<file path="config.mk">
export PLATFORM = sky130hd
export DESIGN_NAME = reload_timer
export DESIGN_NICKNAME = d
export VERILOG_FILES = /design/src/rtl/rtmr_pkg.sv /design/src/rtl/rtmr_counter.sv /design/src/rtl/rtmr_events.sv /design/src/rtl/rtmr_regs.sv /design/src/rtl/reload_timer.sv
export SDC_FILE = /design/constraint.sdc
export NUM_CORES = 1
export LEC_CHECK = 0
export ABC_AREA = 1
export BUFFER_PORTS_ARGS = -buffer_cell sky130_fd_sc_hd__clkbuf_2
export CORE_MARGIN = 2
export CORE_UTILIZATION = 62
export CTS_BUF_LIST = sky130_fd_sc_hd__clkbuf_16
export DETAILED_ROUTE_END_ITERATION = 6
export GPL_TIMING_DRIVEN = 0
export PLACE_DENSITY = 0.87
export SYNTH_ARGS = -nofsm -noshare
export SYNTH_HDL_FRONTEND = slang
export SYNTH_SLANG_ARGS = --single-unit
</file>
<file path="constraint.sdc">
create_clock -name clk -period 2.1 [get_ports clk]
set_clock_uncertainty 0.2 [all_clocks]
set_input_delay 0.315 -clock clk [delete_from_list [all_inputs] [get_ports clk]]
set_output_delay 0.315 -clock clk [all_outputs]
set_load 0.01 [all_outputs]
</file>
<file path="src/rtl/rtmr_pkg.sv">
package rtmr_pkg;
   localparam int ADDR_W = 4;
   // register addresses; count and reload share the first two
   localparam logic [ADDR_W-1:0] A_CNT_LO  = 4'd0;
   localparam logic [ADDR_W-1:0] A_CNT_HI  = 4'd1;
   localparam logic [ADDR_W-1:0] A_STATUS  = 4'd2;
   localparam logic [ADDR_W-1:0] A_CTRL    = 4'd3;
   localparam logic [ADDR_W-1:0] A_CMP0    = 4'd4;
   localparam logic [ADDR_W-1:0] A_CAPA_LO = 4'd10;
   localparam logic [ADDR_W-1:0] A_CAPA_HI = 4'd11;
   localparam logic [ADDR_W-1:0] A_CAPB_LO = 4'd12;
   localparam logic [ADDR_W-1:0] A_CAPB_HI = 4'd13;
   // status bit positions (decoded by software)
   localparam int F_EOC  = 0;
   localparam int F_CAPA = 1;
   localparam int F_CAPB = 2;
   localparam int F_CMP0 = 3;
   localparam int STAT_W = 6;
   localparam int MAX_CMP = 3;
   localparam int NUM_CAP = 2;
endpackage

</file>
<file path="src/rtl/rtmr_counter.sv">
module rtmr_counter #(
   parameter int CNT_W = 16
) (
   input  logic             clk,
   input  logic             rst_n,
   input  logic             run,
   input  logic [CNT_W-1:0] reload,
   output logic [CNT_W-1:0] count,
   output logic             eoc_pulse
);
   localparam logic [CNT_W-1:0] ZERO = '0;
   localparam logic [CNT_W-1:0] ONE  = {{(CNT_W-1){1'b0}}, 1'b1};

   assign eoc_pulse = run && (count == ZERO);

   always_ff @(posedge clk) begin
      if (!rst_n)
         count <= ZERO;
      else if (run) begin
         if (count == ZERO)
            count <= reload;
         else
            count <= count - ONE;
      end
   end


   reload_at_zero_chk: assert property (@(posedge clk) disable iff (!rst_n)
      (run && count == ZERO) |=> (count == $past(reload)));

   step_down_chk: assert property (@(posedge clk) disable iff (!rst_n)
      (run && count != ZERO) |=> (count == $past(count) - ONE));

   hold_when_stopped_chk: assert property (@(posedge clk) disable iff (!rst_n)
      !run |=> $stable(count));
endmodule

</file>
<file path="src/rtl/rtmr_events.sv">
module rtmr_events
   import rtmr_pkg::*;
#(
   parameter int CNT_W   = 16,
   parameter int NUM_CMP = 3
) (
   input  logic                            clk,
   input  logic                            rst_n,
   input  logic                            run,
   input  logic [CNT_W-1:0]                count,
   input  logic                            eoc_pulse,
   input  logic [NUM_CAP-1:0]              cap_pin,
   input  logic                            trip,
   input  logic [NUM_CMP-1:0][CNT_W-1:0]   cmp_val,
   input  logic                            rd_status,
   output logic [STAT_W-1:0]               flags,
   output logic [NUM_CAP-1:0][CNT_W-1:0]   cap_val
);
   logic [STAT_W-1:0]  ev;
   logic [NUM_CAP-1:0] pin_q;
   logic [NUM_CAP-1:0] cap_edge;

   assign cap_edge = cap_pin & ~pin_q;

   always_ff @(posedge clk) begin
      if (!rst_n) pin_q <= '0;
      else        pin_q <= cap_pin;
   end

   for (genvar c = 0; c < NUM_CAP; c++) begin : g_cap
      always_ff @(posedge clk) begin
         if (!rst_n)
            cap_val[c] <= '0;
         else if (cap_edge[c])
            cap_val[c] <= count;
      end

      cap_store_chk: assert property (@(posedge clk) disable iff (!rst_n)
         (cap_pin[c] && !pin_q[c]) |=> (cap_val[c] == $past(count)));
   end

   assign ev[F_EOC]  = eoc_pulse;
   assign ev[F_CAPA] = cap_edge[0] | trip;
   assign ev[F_CAPB] = cap_edge[1];

   for (genvar k = 0; k < MAX_CMP; k++) begin : g_cmp
      if (k < NUM_CMP) begin : g_on
         assign ev[F_CMP0+k] = run && (count == cmp_val[k]);

         cmp_set_chk: assert property (@(posedge clk) disable iff (!rst_n)
            (run && count == cmp_val[k]) |=> flags[F_CMP0+k]);
      end else begin : g_off
         assign ev[F_CMP0+k] = 1'b0;
      end
   end

   always_ff @(posedge clk) begin
      if (!rst_n)
         flags <= '0;
      else if (rd_status)
         flags <= ev;
      else
         flags <= flags | ev;
   end


   trip_sets_chk: assert property (@(posedge clk) disable iff (!rst_n)
      trip |=> flags[F_CAPA]);

   eoc_sets_chk: assert property (@(posedge clk) disable iff (!rst_n)
      eoc_pulse |=> flags[F_EOC]);
   for (genvar b = 0; b < STAT_W; b++) begin : g_clr

      clear_on_read_chk: assert property (@(posedge clk) disable iff (!rst_n)
         (rd_status && !ev[b]) |=> !flags[b]);

      sticky_chk: assert property (@(posedge clk) disable iff (!rst_n)
         (flags[b] && !rd_status) |=> flags[b]);
   end
endmodule

</file>
<file path="src/rtl/rtmr_regs.sv">
module rtmr_regs
   import rtmr_pkg::*;
#(
   parameter int CNT_W   = 16,
   parameter int BUS_W   = 8,
   parameter int NUM_CMP = 3
) (
   input  logic                            clk,
   input  logic                            rst_n,
   input  logic [ADDR_W-1:0]               bus_addr,
   input  logic                            bus_wr,
   input  logic                            bus_rd,
   input  logic [BUS_W-1:0]                bus_wdata,
   input  logic [CNT_W-1:0]                count,
   input  logic [STAT_W-1:0]               flags,
   input  logic [NUM_CAP-1:0][CNT_W-1:0]   cap_val,
   output logic [CNT_W-1:0]                reload,
   output logic                            run,
   output logic [NUM_CMP-1:0][CNT_W-1:0]   cmp_val,
   output logic                            rd_status,
   output logic [BUS_W-1:0]                bus_rdata
);
   localparam int HI_W = CNT_W - BUS_W;

   logic [HI_W-1:0]  held_hi;
   logic [BUS_W-1:0] rd_mux;

   assign rd_status = bus_rd && (bus_addr == A_STATUS);

   always_ff @(posedge clk) begin
      if (!rst_n) begin
         reload <= '0;
         run    <= 1'b0;
      end else if (bus_wr) begin
         if (bus_addr == A_CNT_LO) reload[BUS_W-1:0]     <= bus_wdata;
         if (bus_addr == A_CNT_HI) reload[CNT_W-1:BUS_W] <= bus_wdata[HI_W-1:0];
         if (bus_addr == A_CTRL)   run                   <= bus_wdata[0];
      end
   end

   for (genvar k = 0; k < NUM_CMP; k++) begin : g_cmp
      localparam logic [ADDR_W-1:0] LO = A_CMP0 + ADDR_W'(2*k);
      localparam logic [ADDR_W-1:0] HI = A_CMP0 + ADDR_W'(2*k+1);
      always_ff @(posedge clk) begin
         if (!rst_n)
            cmp_val[k] <= '1;
         else if (bus_wr && bus_addr == LO)
            cmp_val[k][BUS_W-1:0] <= bus_wdata;
         else if (bus_wr && bus_addr == HI)
            cmp_val[k][CNT_W-1:BUS_W] <= bus_wdata[HI_W-1:0];
      end
   end

   always_ff @(posedge clk) begin
      if (!rst_n)
         held_hi <= '0;
      else if (bus_rd && bus_addr == A_CNT_LO)
         held_hi <= count[CNT_W-1:BUS_W];
   end

   always_comb begin
      rd_mux = '0;
      case (bus_addr)
         A_CNT_LO:  rd_mux = count[BUS_W-1:0];
         A_CNT_HI:  rd_mux = BUS_W'(held_hi);
         A_STATUS:  rd_mux = BUS_W'(flags);
         A_CTRL:    rd_mux = BUS_W'(run);
         A_CAPA_LO: rd_mux = cap_val[0][BUS_W-1:0];
         A_CAPA_HI: rd_mux = BUS_W'(cap_val[0][CNT_W-1:BUS_W]);
         A_CAPB_LO: rd_mux = cap_val[1][BUS_W-1:0];
         A_CAPB_HI: rd_mux = BUS_W'(cap_val[1][CNT_W-1:BUS_W]);
         default: begin
            for (int k = 0; k < NUM_CMP; k++) begin
               if (bus_addr == A_CMP0 + ADDR_W'(2*k))
                  rd_mux = cmp_val[k][BUS_W-1:0];
               if (bus_addr == A_CMP0 + ADDR_W'(2*k+1))
                  rd_mux = BUS_W'(cmp_val[k][CNT_W-1:BUS_W]);
            end
         end
      endcase
   end

   always_ff @(posedge clk) begin
      if (!rst_n)
         bus_rdata <= '0;
      else if (bus_rd)
         bus_rdata <= rd_mux;
   end


   hold_capture_chk: assert property (@(posedge clk) disable iff (!rst_n)
      (bus_rd && bus_addr == A_CNT_LO) |=> (held_hi == $past(count[CNT_W-1:BUS_W])));

   hold_stable_chk: assert property (@(posedge clk) disable iff (!rst_n)
      !(bus_rd && bus_addr == A_CNT_LO) |=> $stable(held_hi));
endmodule

</file>
<file path="src/rtl/reload_timer.sv">
module reload_timer
   import rtmr_pkg::*;
#(
   parameter int CNT_W   = 16,
   parameter int BUS_W   = 8,
   parameter int NUM_CMP = 3
) (
   input  logic              clk,
   input  logic              rst_n,
   input  logic [ADDR_W-1:0] bus_addr,
   input  logic              bus_wr,
   input  logic              bus_rd,
   input  logic [BUS_W-1:0]  bus_wdata,
   output logic [BUS_W-1:0]  bus_rdata,
   input  logic              cap_pin_a,
   input  logic              cap_pin_b,
   input  logic              trip_strobe
);
   if (CNT_W <= BUS_W || CNT_W > 2*BUS_W) begin : g_bad_width
      $error("reload_timer: CNT_W must fit in two bus bytes");
   end
   if (NUM_CMP < 1 || NUM_CMP > MAX_CMP) begin : g_bad_cmp
      $error("reload_timer: NUM_CMP out of range");
   end

   logic [CNT_W-1:0]                count;
   logic [CNT_W-1:0]                reload;
   logic                            run;
   logic                            eoc_pulse;
   logic                            rd_status;
   logic [STAT_W-1:0]               flags;
   logic [NUM_CMP-1:0][CNT_W-1:0]   cmp_val;
   logic [NUM_CAP-1:0][CNT_W-1:0]   cap_val;

   rtmr_counter #(.CNT_W(CNT_W)) u_cnt (
      .clk(clk), .rst_n(rst_n), .run(run), .reload(reload),
      .count(count), .eoc_pulse(eoc_pulse)
   );

   rtmr_events #(.CNT_W(CNT_W), .NUM_CMP(NUM_CMP)) u_evt (
      .clk(clk), .rst_n(rst_n), .run(run), .count(count),
      .eoc_pulse(eoc_pulse), .cap_pin({cap_pin_b, cap_pin_a}),
      .trip(trip_strobe), .cmp_val(cmp_val), .rd_status(rd_status),
      .flags(flags), .cap_val(cap_val)
   );

   rtmr_regs #(.CNT_W(CNT_W), .BUS_W(BUS_W), .NUM_CMP(NUM_CMP)) u_regs (
      .clk(clk), .rst_n(rst_n), .bus_addr(bus_addr), .bus_wr(bus_wr),
      .bus_rd(bus_rd), .bus_wdata(bus_wdata), .count(count), .flags(flags),
      .cap_val(cap_val), .reload(reload), .run(run), .cmp_val(cmp_val),
      .rd_status(rd_status), .bus_rdata(bus_rdata)
   );


   read_no_effect_chk: assert property (@(posedge clk) disable iff (!rst_n)
      (bus_rd && !run) |=> $stable(count));
endmodule

</file>
# Word-level counts from Yosys, hierarchy flattened

Index checks and enable logic that the tools add are counted.

Bits in registers: 137
Bits in latches: 0
Memory bits (writable): 0
Bits in read-only memories: 0
Output and inout bits: 8
Memories: 0

Add/sub/neg operators: 1
$mul: 0
Div/mod/pow operators: 0
Magnitude comparators: 0
Equality and inequality tests: 16
Shift operators: 0
Mux-type cells: 9
Bitwise operators: 7
Reduce and logical (&&, ||, !) cells: 20

Operators by type and width:

| cell                  | number |
|---|---|
| $pmux 8 s8            | 1 |
| $eq 16x16->1          | 3 |
| $mux 8                | 6 |
| $eq 4x4->1 const B    | 6 |
| $eq 4x3->1 const B    | 4 |
| $logic_not 16->1      | 1 |
| $mux 16               | 1 |
| $sub 16x1->16 const B | 1 |
| $logic_and 1x1->1     | 12 |
| $reduce_and 2->1      | 6 |
| $eq 4x2->1 const B    | 2 |
| $mux 6                | 1 |
| $or 6x6->6            | 1 |
| $eq 4x1->1 const B    | 1 |
| $logic_not 4->1       | 1 |
| $not 1->1             | 3 |
| $and 2x2->2           | 1 |
| $not 2->2             | 1 |
| $or 1x1->1            | 1 |

# Depth between registers and ports, before layout

Depth in word-level cells: 8
Depth in mapped cells: 12
Gate-level depth less buffers: 12

# Hierarchy

Synthesis repeated with hierarchy kept, for this count alone.

Cell total of the unflattened synthesis: 1163
Area, all modules: 7459.7 sq um

Modules (own cells, without submodules):

| module       | times used | cells an instance | area each (sq um) | seq. area each (sq um) |
|---|---|---|---|---|
| rtmr_regs    | 1          | 584               | 3873.7            | 1621.6 |
| rtmr_events  | 1          | 352               | 2167.1            | 800.8 |
| rtmr_counter | 1          | 227               | 1418.9            | 320.3 |

# Worst setup path after synthesis

No wires, ideal clock.

Kind: register to register
Start: register u_cnt.count[0]
End: register u_cnt.count[0]
Library setup time: 0.115 ns
Arrival time: 1.423 ns
Slack: 0.361 ns
Cell stages (with the launch flop): 10
Path buffers: 1
Cell sequence: dfxtp_1 -> clkinv_1 -> ha_1 -> nand3_1 -> nor2_1 -> nand3_2 -> buf_6 -> o21ai_1 -> o21ai_0 -> inv_1

Cells in the longest elaborated chain, start to end: 2

RTL lines:

| element                                                  | RTL line                               | text |
|---|---|---|
| from (decl)                                              | rtmr_counter.sv:8                      | `output logic [CNT_W-1:0] count,` |
| from (signal assigned)                                   | rtmr_counter.sv:21                     | `count <= reload;` |
| from (signal assigned)                                   | rtmr_counter.sv:23                     | `count <= count - ONE;` |
| $sub 16x1->16 / $logic_not 16->1 (equally long branches) | rtmr_counter.sv:23, rtmr_counter.sv:20 |  |
| $mux 16 (*)                                              | rtmr_counter.sv:20                     | `if (count == ZERO)` |

Mark *: on every way between the ends. The rest lies on a longest branch, timed or not.
A chain may end at the register's enable or synchronous reset.

# Final worst setup path

Start: register u_cnt.count[13]
End: register u_cnt.count[10]

Cells in the longest elaborated chain, start to end: 2

RTL lines:

| element          | RTL line |
|---|---|
| $logic_not 16->1 | rtmr_counter.sv:20 |
| $mux 16          | rtmr_counter.sv:20 |

No other way between the ends.

==> summary.md <==
| Metric | Value |
|---|---|
| Post-detailed-route wirelength per cell | `18.79 microns` |
| Floorplan core area | `approximately 11,000 sq um` |
| Number of clock sinks | `137` |
| Count of final max-slew check failures | `0` |
| Via/cell ratio | `between 5 and 6` |
| Die X-Extent | `between 100 and 150 microns` |
| Clock-pin slew on the worst setup and hold paths | `60 ps` |
| Setup crit end kind | `register` |
| Master cell of the clock root buffer | `sky130_fd_sc_hd__clkbuf_16` |
| Unrepaired setup endpoints after global routing | `false` |
| Area enclosed by the die boundary | `approximately 12,000 sq um` |
| Highest attainable clock frequency | `499.4 MHz` |
| Basic-gate share of the synthesized area counting and, or, nand and nor cells | `about 34%` |
| Synthesized cell area | `between 6000 and 7000 sq um` |
| Unique cell type count in the Yosys netlist | `28` |
| Main combinational cell family by area after synthesis | `simple AND/OR/NAND/NOR gates` |
| CTS tree | `done` |
| Hold Vio Cnt, Final | `0` |
| Max capacitance violation total | `0` |
| Initial antenna violation count | `0` |
| Number of global-route vias before repair | `6,503` |
| Share of the cycle needed by the critical path after routing | `95.35%` |
| Effective utilization at floorplan | `63.67%` |
| Pre-Repair DR Iteration Count | `7` |
| Worst ir drop on vdd | `a little over 600 uV` |
| Syn_area_per_cell | `about 6.6 sq um` |
| Number of inserted filler cells in the final layout | `roughly 940` |
| Total instance count after detailed placement | `roughly 1,200` |
| Die Y | `109.5 microns` |
| Worst Hold Depth | `3` |
| Signed area change from the synthesized netlist to the final layout | `11.66%` |
| Detail Route Antenna Nets | `0` |
| Routed wire length | `around 23 mm` |
| Skew-Pair Late Insertion Delay | `430 ps` |
| Maximum number of pins on one net before global-route repair | `17` |
| Result of the run | `finished clean` |
| Number of placement rows | `38` |
| Seq pwr share | `between 40% and 50%` |
| Cell Chain, Critical Path | `inv_2 -> nand2_1 -> nor2_1 -> nand3_2 -> nor2_4 -> nand2_1 -> nand3_1 -> nand2_1 -> inv_1` |
| Buffer levels on the longest clock path | `2` |
| Required time of the worst setup path | `around 2300 ps` |
| Number of nets at the end of the flow | `between 1,000 and 1,500` |
| Worst reg2reg path depth | `9` |
| Min-delay src | `bus_wdata[6]` |
| Count of mapped cells out of synthesis | `1,052` |
| Worst-case hold slack | `47.62 ps` |
| First-pass GRT wire length | `about 35 mm` |
| Pwr/cell area | `790.7 nW/um^2` |
| Synthesized-area fraction occupied by ao, oa, aoi and oai cells | `14.39%` |
| Area share of xor/xnor cells in the synthesized design | `2.411%` |
| Final estimated routing congestion in global placement | `approximately 1.0` |
| Hold Crit Endpoint | `u_regs.cmp_val[14]$_SDFFE_PN1P_` |
| Worst setup margin | `~98 ps` |
| Detailed placement HPWL | `16.52 mm` |
| Gate power share | `a little under an eighth` |
| Mux cell area share after synthesis | `0%` |
| Number of non-filler instances in the completed layout | `between 1,000 and 1,500` |
| Starting DRT DRC Count | `~1,100` |
| Leakage power | `around 3.6 nW` |
| Slew margin rel. | `around half` |
| Number of buffers created by CTS | `17` |
| Clock power frac | `roughly 43%` |
| Transition at the pin with the smallest max-transition slack | `736.9 ps` |
| Post-Synth Adder-Cell Area | `less than 1%` |
| Number of remaining DRC errors | `0` |
| Cell internal pwr | `4.459 mW` |
| Minimum clock period after layout | `2002 ps` |
| Reg-to-reg slack, setup | `roughly 100 ps` |
| Dominant cell type by count on the critical path | `sky130_fd_sc_hd__nand2_1` |
| Largest fanout on the critical path | `10` |
| Arrival time of the worst setup path | `approximately 2200 ps` |
| Sequential area share after synthesis | `roughly two fifths` |
| Post-synthesis register bit count | `roughly 140` |
| Ant diodes | `0` |
| Number of vias in the routed layout | `around 7,400` |
| Global-route total usage across every layer | `a little under 40%` |
| Startpoint type of the worst setup path | `register` |
| Path type of the worst setup path | `reg -> reg` |
| Ports | `27` |
| Worst r2r dst | `u_cnt.count[10]$_SDFFE_PN0P_` |
| Hold Crit Class | `in -> reg` |
| Max stage delay on crit path | `between 400 and 500 ps` |
| Worst R2R Start | `u_cnt.count[13]$_SDFFE_PN0P_` |
| Setup violators final | `0` |
| Highest-delay cell along the critical path | `sky130_fd_sc_hd__dfxtp_1` |
| Total congestion overflow | `0` |
| Setup slack after placement | `-298.8 ps` |
| Proportion of layout cells with a drive suffix above 1 | `approximately a tenth` |
| P_sw | `1.634 mW` |
| Switching fraction of total power | `26.82%` |
| H-tree levels | `4` |
| Count of buffers inserted at the top-level ports | `17` |
| Number of warning messages in the yosys log | `0` |
| Core occupancy in the finished layout | `71.09%` |
| Net count after synthesis | `between 1,000 and 1,500` |
[flip-flops by register name, summed over array words and instances, names as in the netlist]
signal / count
u_cnt.count: 16
u_evt.cap_val: 32
u_evt.flags: 6
u_evt.pin_q: 2
u_regs.bus_rdata: 8
u_regs.cmp_val: 48
u_regs.held_hi: 8
u_regs.reload: 16
u_regs.run: 1
[worst max-delay path by stage]
stage | endpoint | from | slack, ps | depth (start not counted)
floorplan | u_cnt.count[0]$_SDFFE_PN0P_ | u_cnt.count[0]$_SDFFE_PN0P_ | 360 | 9
global placement | u_cnt.count[14]$_SDFFE_PN0P_ | u_cnt.count[0]$_SDFFE_PN0P_ | -290 | 10
detailed placement | u_cnt.count[14]$_SDFFE_PN0P_ | u_cnt.count[0]$_SDFFE_PN0P_ | -300 | 10
CTS | u_cnt.count[14]$_SDFFE_PN0P_ | u_cnt.count[0]$_SDFFE_PN0P_ | 20 | 10
global route | u_cnt.count[6]$_SDFFE_PN0P_ | u_cnt.count[0]$_SDFFE_PN0P_ | 10 | 11
finish | u_cnt.count[10]$_SDFFE_PN0P_ | u_cnt.count[13]$_SDFFE_PN0P_ | 100 | 9
[cells in the mapped netlist (all sizes together)]
master  instances  area share (%)
nand2         318              18
dfxtp         137              40
nor2          135             8.0
a21oi          87             6.3
nand3          85             6.3
o21ai          85             6.2
inv            80             4.4
buf            32             3.1
clkbuf         24             1.3
nand4          17             1.5
o211ai         16             1.7
xnor2          11             1.4
xor2            8             1.0
nor3            6            0.44
clkinv          5            0.27
a31oi           2            0.18
ha              2            0.36
nand3b          1            0.11
or2             1           0.091
[power by group through the flow]
stage	logic, mW	clock network (mW)	registers (mW)
3_5_place_dp	0.671	0	2.80
6_report	0.713	2.63	2.75
4_1_cts	0.681	2.61	2.75
2_1_floorplan	0.469	0	2.79
3_3_place_gp	0.663	0	2.80
5_1_grt	0.776	2.72	2.76
[cell families (layout without fill, tap and decap cells)]
| family | count (synthesis) | in the layout |
|---|---|---|
| AND/OR/NAND/NOR | 563 | 563 |
| adder cells (fa/ha/maj) | 2 | 2 |
| buffers and inverters | 141 | 186 |
| XOR/XNOR | 19 | 19 |
| flip-flops | 137 | 137 |
| AO/OA/AOI/OAI | 190 | 190 |
[routing by layer]
layer  GRT usage, %  vias to the layer above  routed length, microns
met5              0                        -                       0
met1          52.07                     3327                    9284
met3          10.79                       82                    2927
li1               -                     3469                       -
met4          19.98                        0                     977
met2          60.05                      513                   10060
[per-stage QoR]
| step | setup TNS, ps | power, mW | cell area, sq um |
|---|---|---|---|
| finish | 0 | 6.093 | 7706 |
| global route | 0 | 6.253 | 7706 |
| CTS | 0 | 6.037 | 7691 |
| detailed placement | -3314 | 3.473 | 7162 |
| global placement | -3046 | 3.462 | 7162 |
| floorplan | 0 | 3.259 | 6902 |
[what timing repair did]
| item | in CTS | in global routing |
|---|---|---|
| endpoints found under the setup margin | 17 | 8 |
| buffers inserted | 0 | 0 |
| resized for setup | 4 | 6 |
| hold endpoints to repair | 3 | 0 |
| hold buffers | 3 | 0 |
[critical path: cells and delay by family (launching register included)]
| family | cells | cell delay (ps) |
|---|---|---|
| simple gates | 7 | 990 |
| flops | 1 | 410 |
| buf+inv | 2 | 340 |
[area by class of cell]
class / count / area (sq um) / share of cell area [%]
well taps: 140 / 175.2 / 2.273
repair buffers: 20 / 115.1 / 1.494
plain buffers: 56 / 301.5 / 3.913
clock inverters: 8 / 63.81 / 0.8281
clock buffers: 17 / 425.4 / 5.520
flip-flops and latches: 137 / 2745 / 35.62
inverters: 85 / 329.1 / 4.270
multi-input cells: 774 / 3551 / 46.08
[cell usage in the layout (no fill, tap or decap), drive strengths merged]
master / netlist / layout
a21oi: 87 / 87
a31oi: 2 / 2
buf: 32 / 32
bufinv: 0 / 1
clkbuf: 24 / 58
clkinv: 5 / 10
clkinvlp: 0 / 1
dfxtp: 137 / 137
dlygate4sd3: 0 / 3
ha: 2 / 2
inv: 80 / 81
nand2: 318 / 318
nand3: 85 / 85
nand3b: 1 / 1
nand4: 17 / 17
nor2: 135 / 135
nor3: 6 / 6
o211ai: 16 / 16
o21ai: 85 / 85
or2: 1 / 1
xnor2: 11 / 11
xor2: 8 / 8
Note: power is estimated with default switching activity, not from simulation.
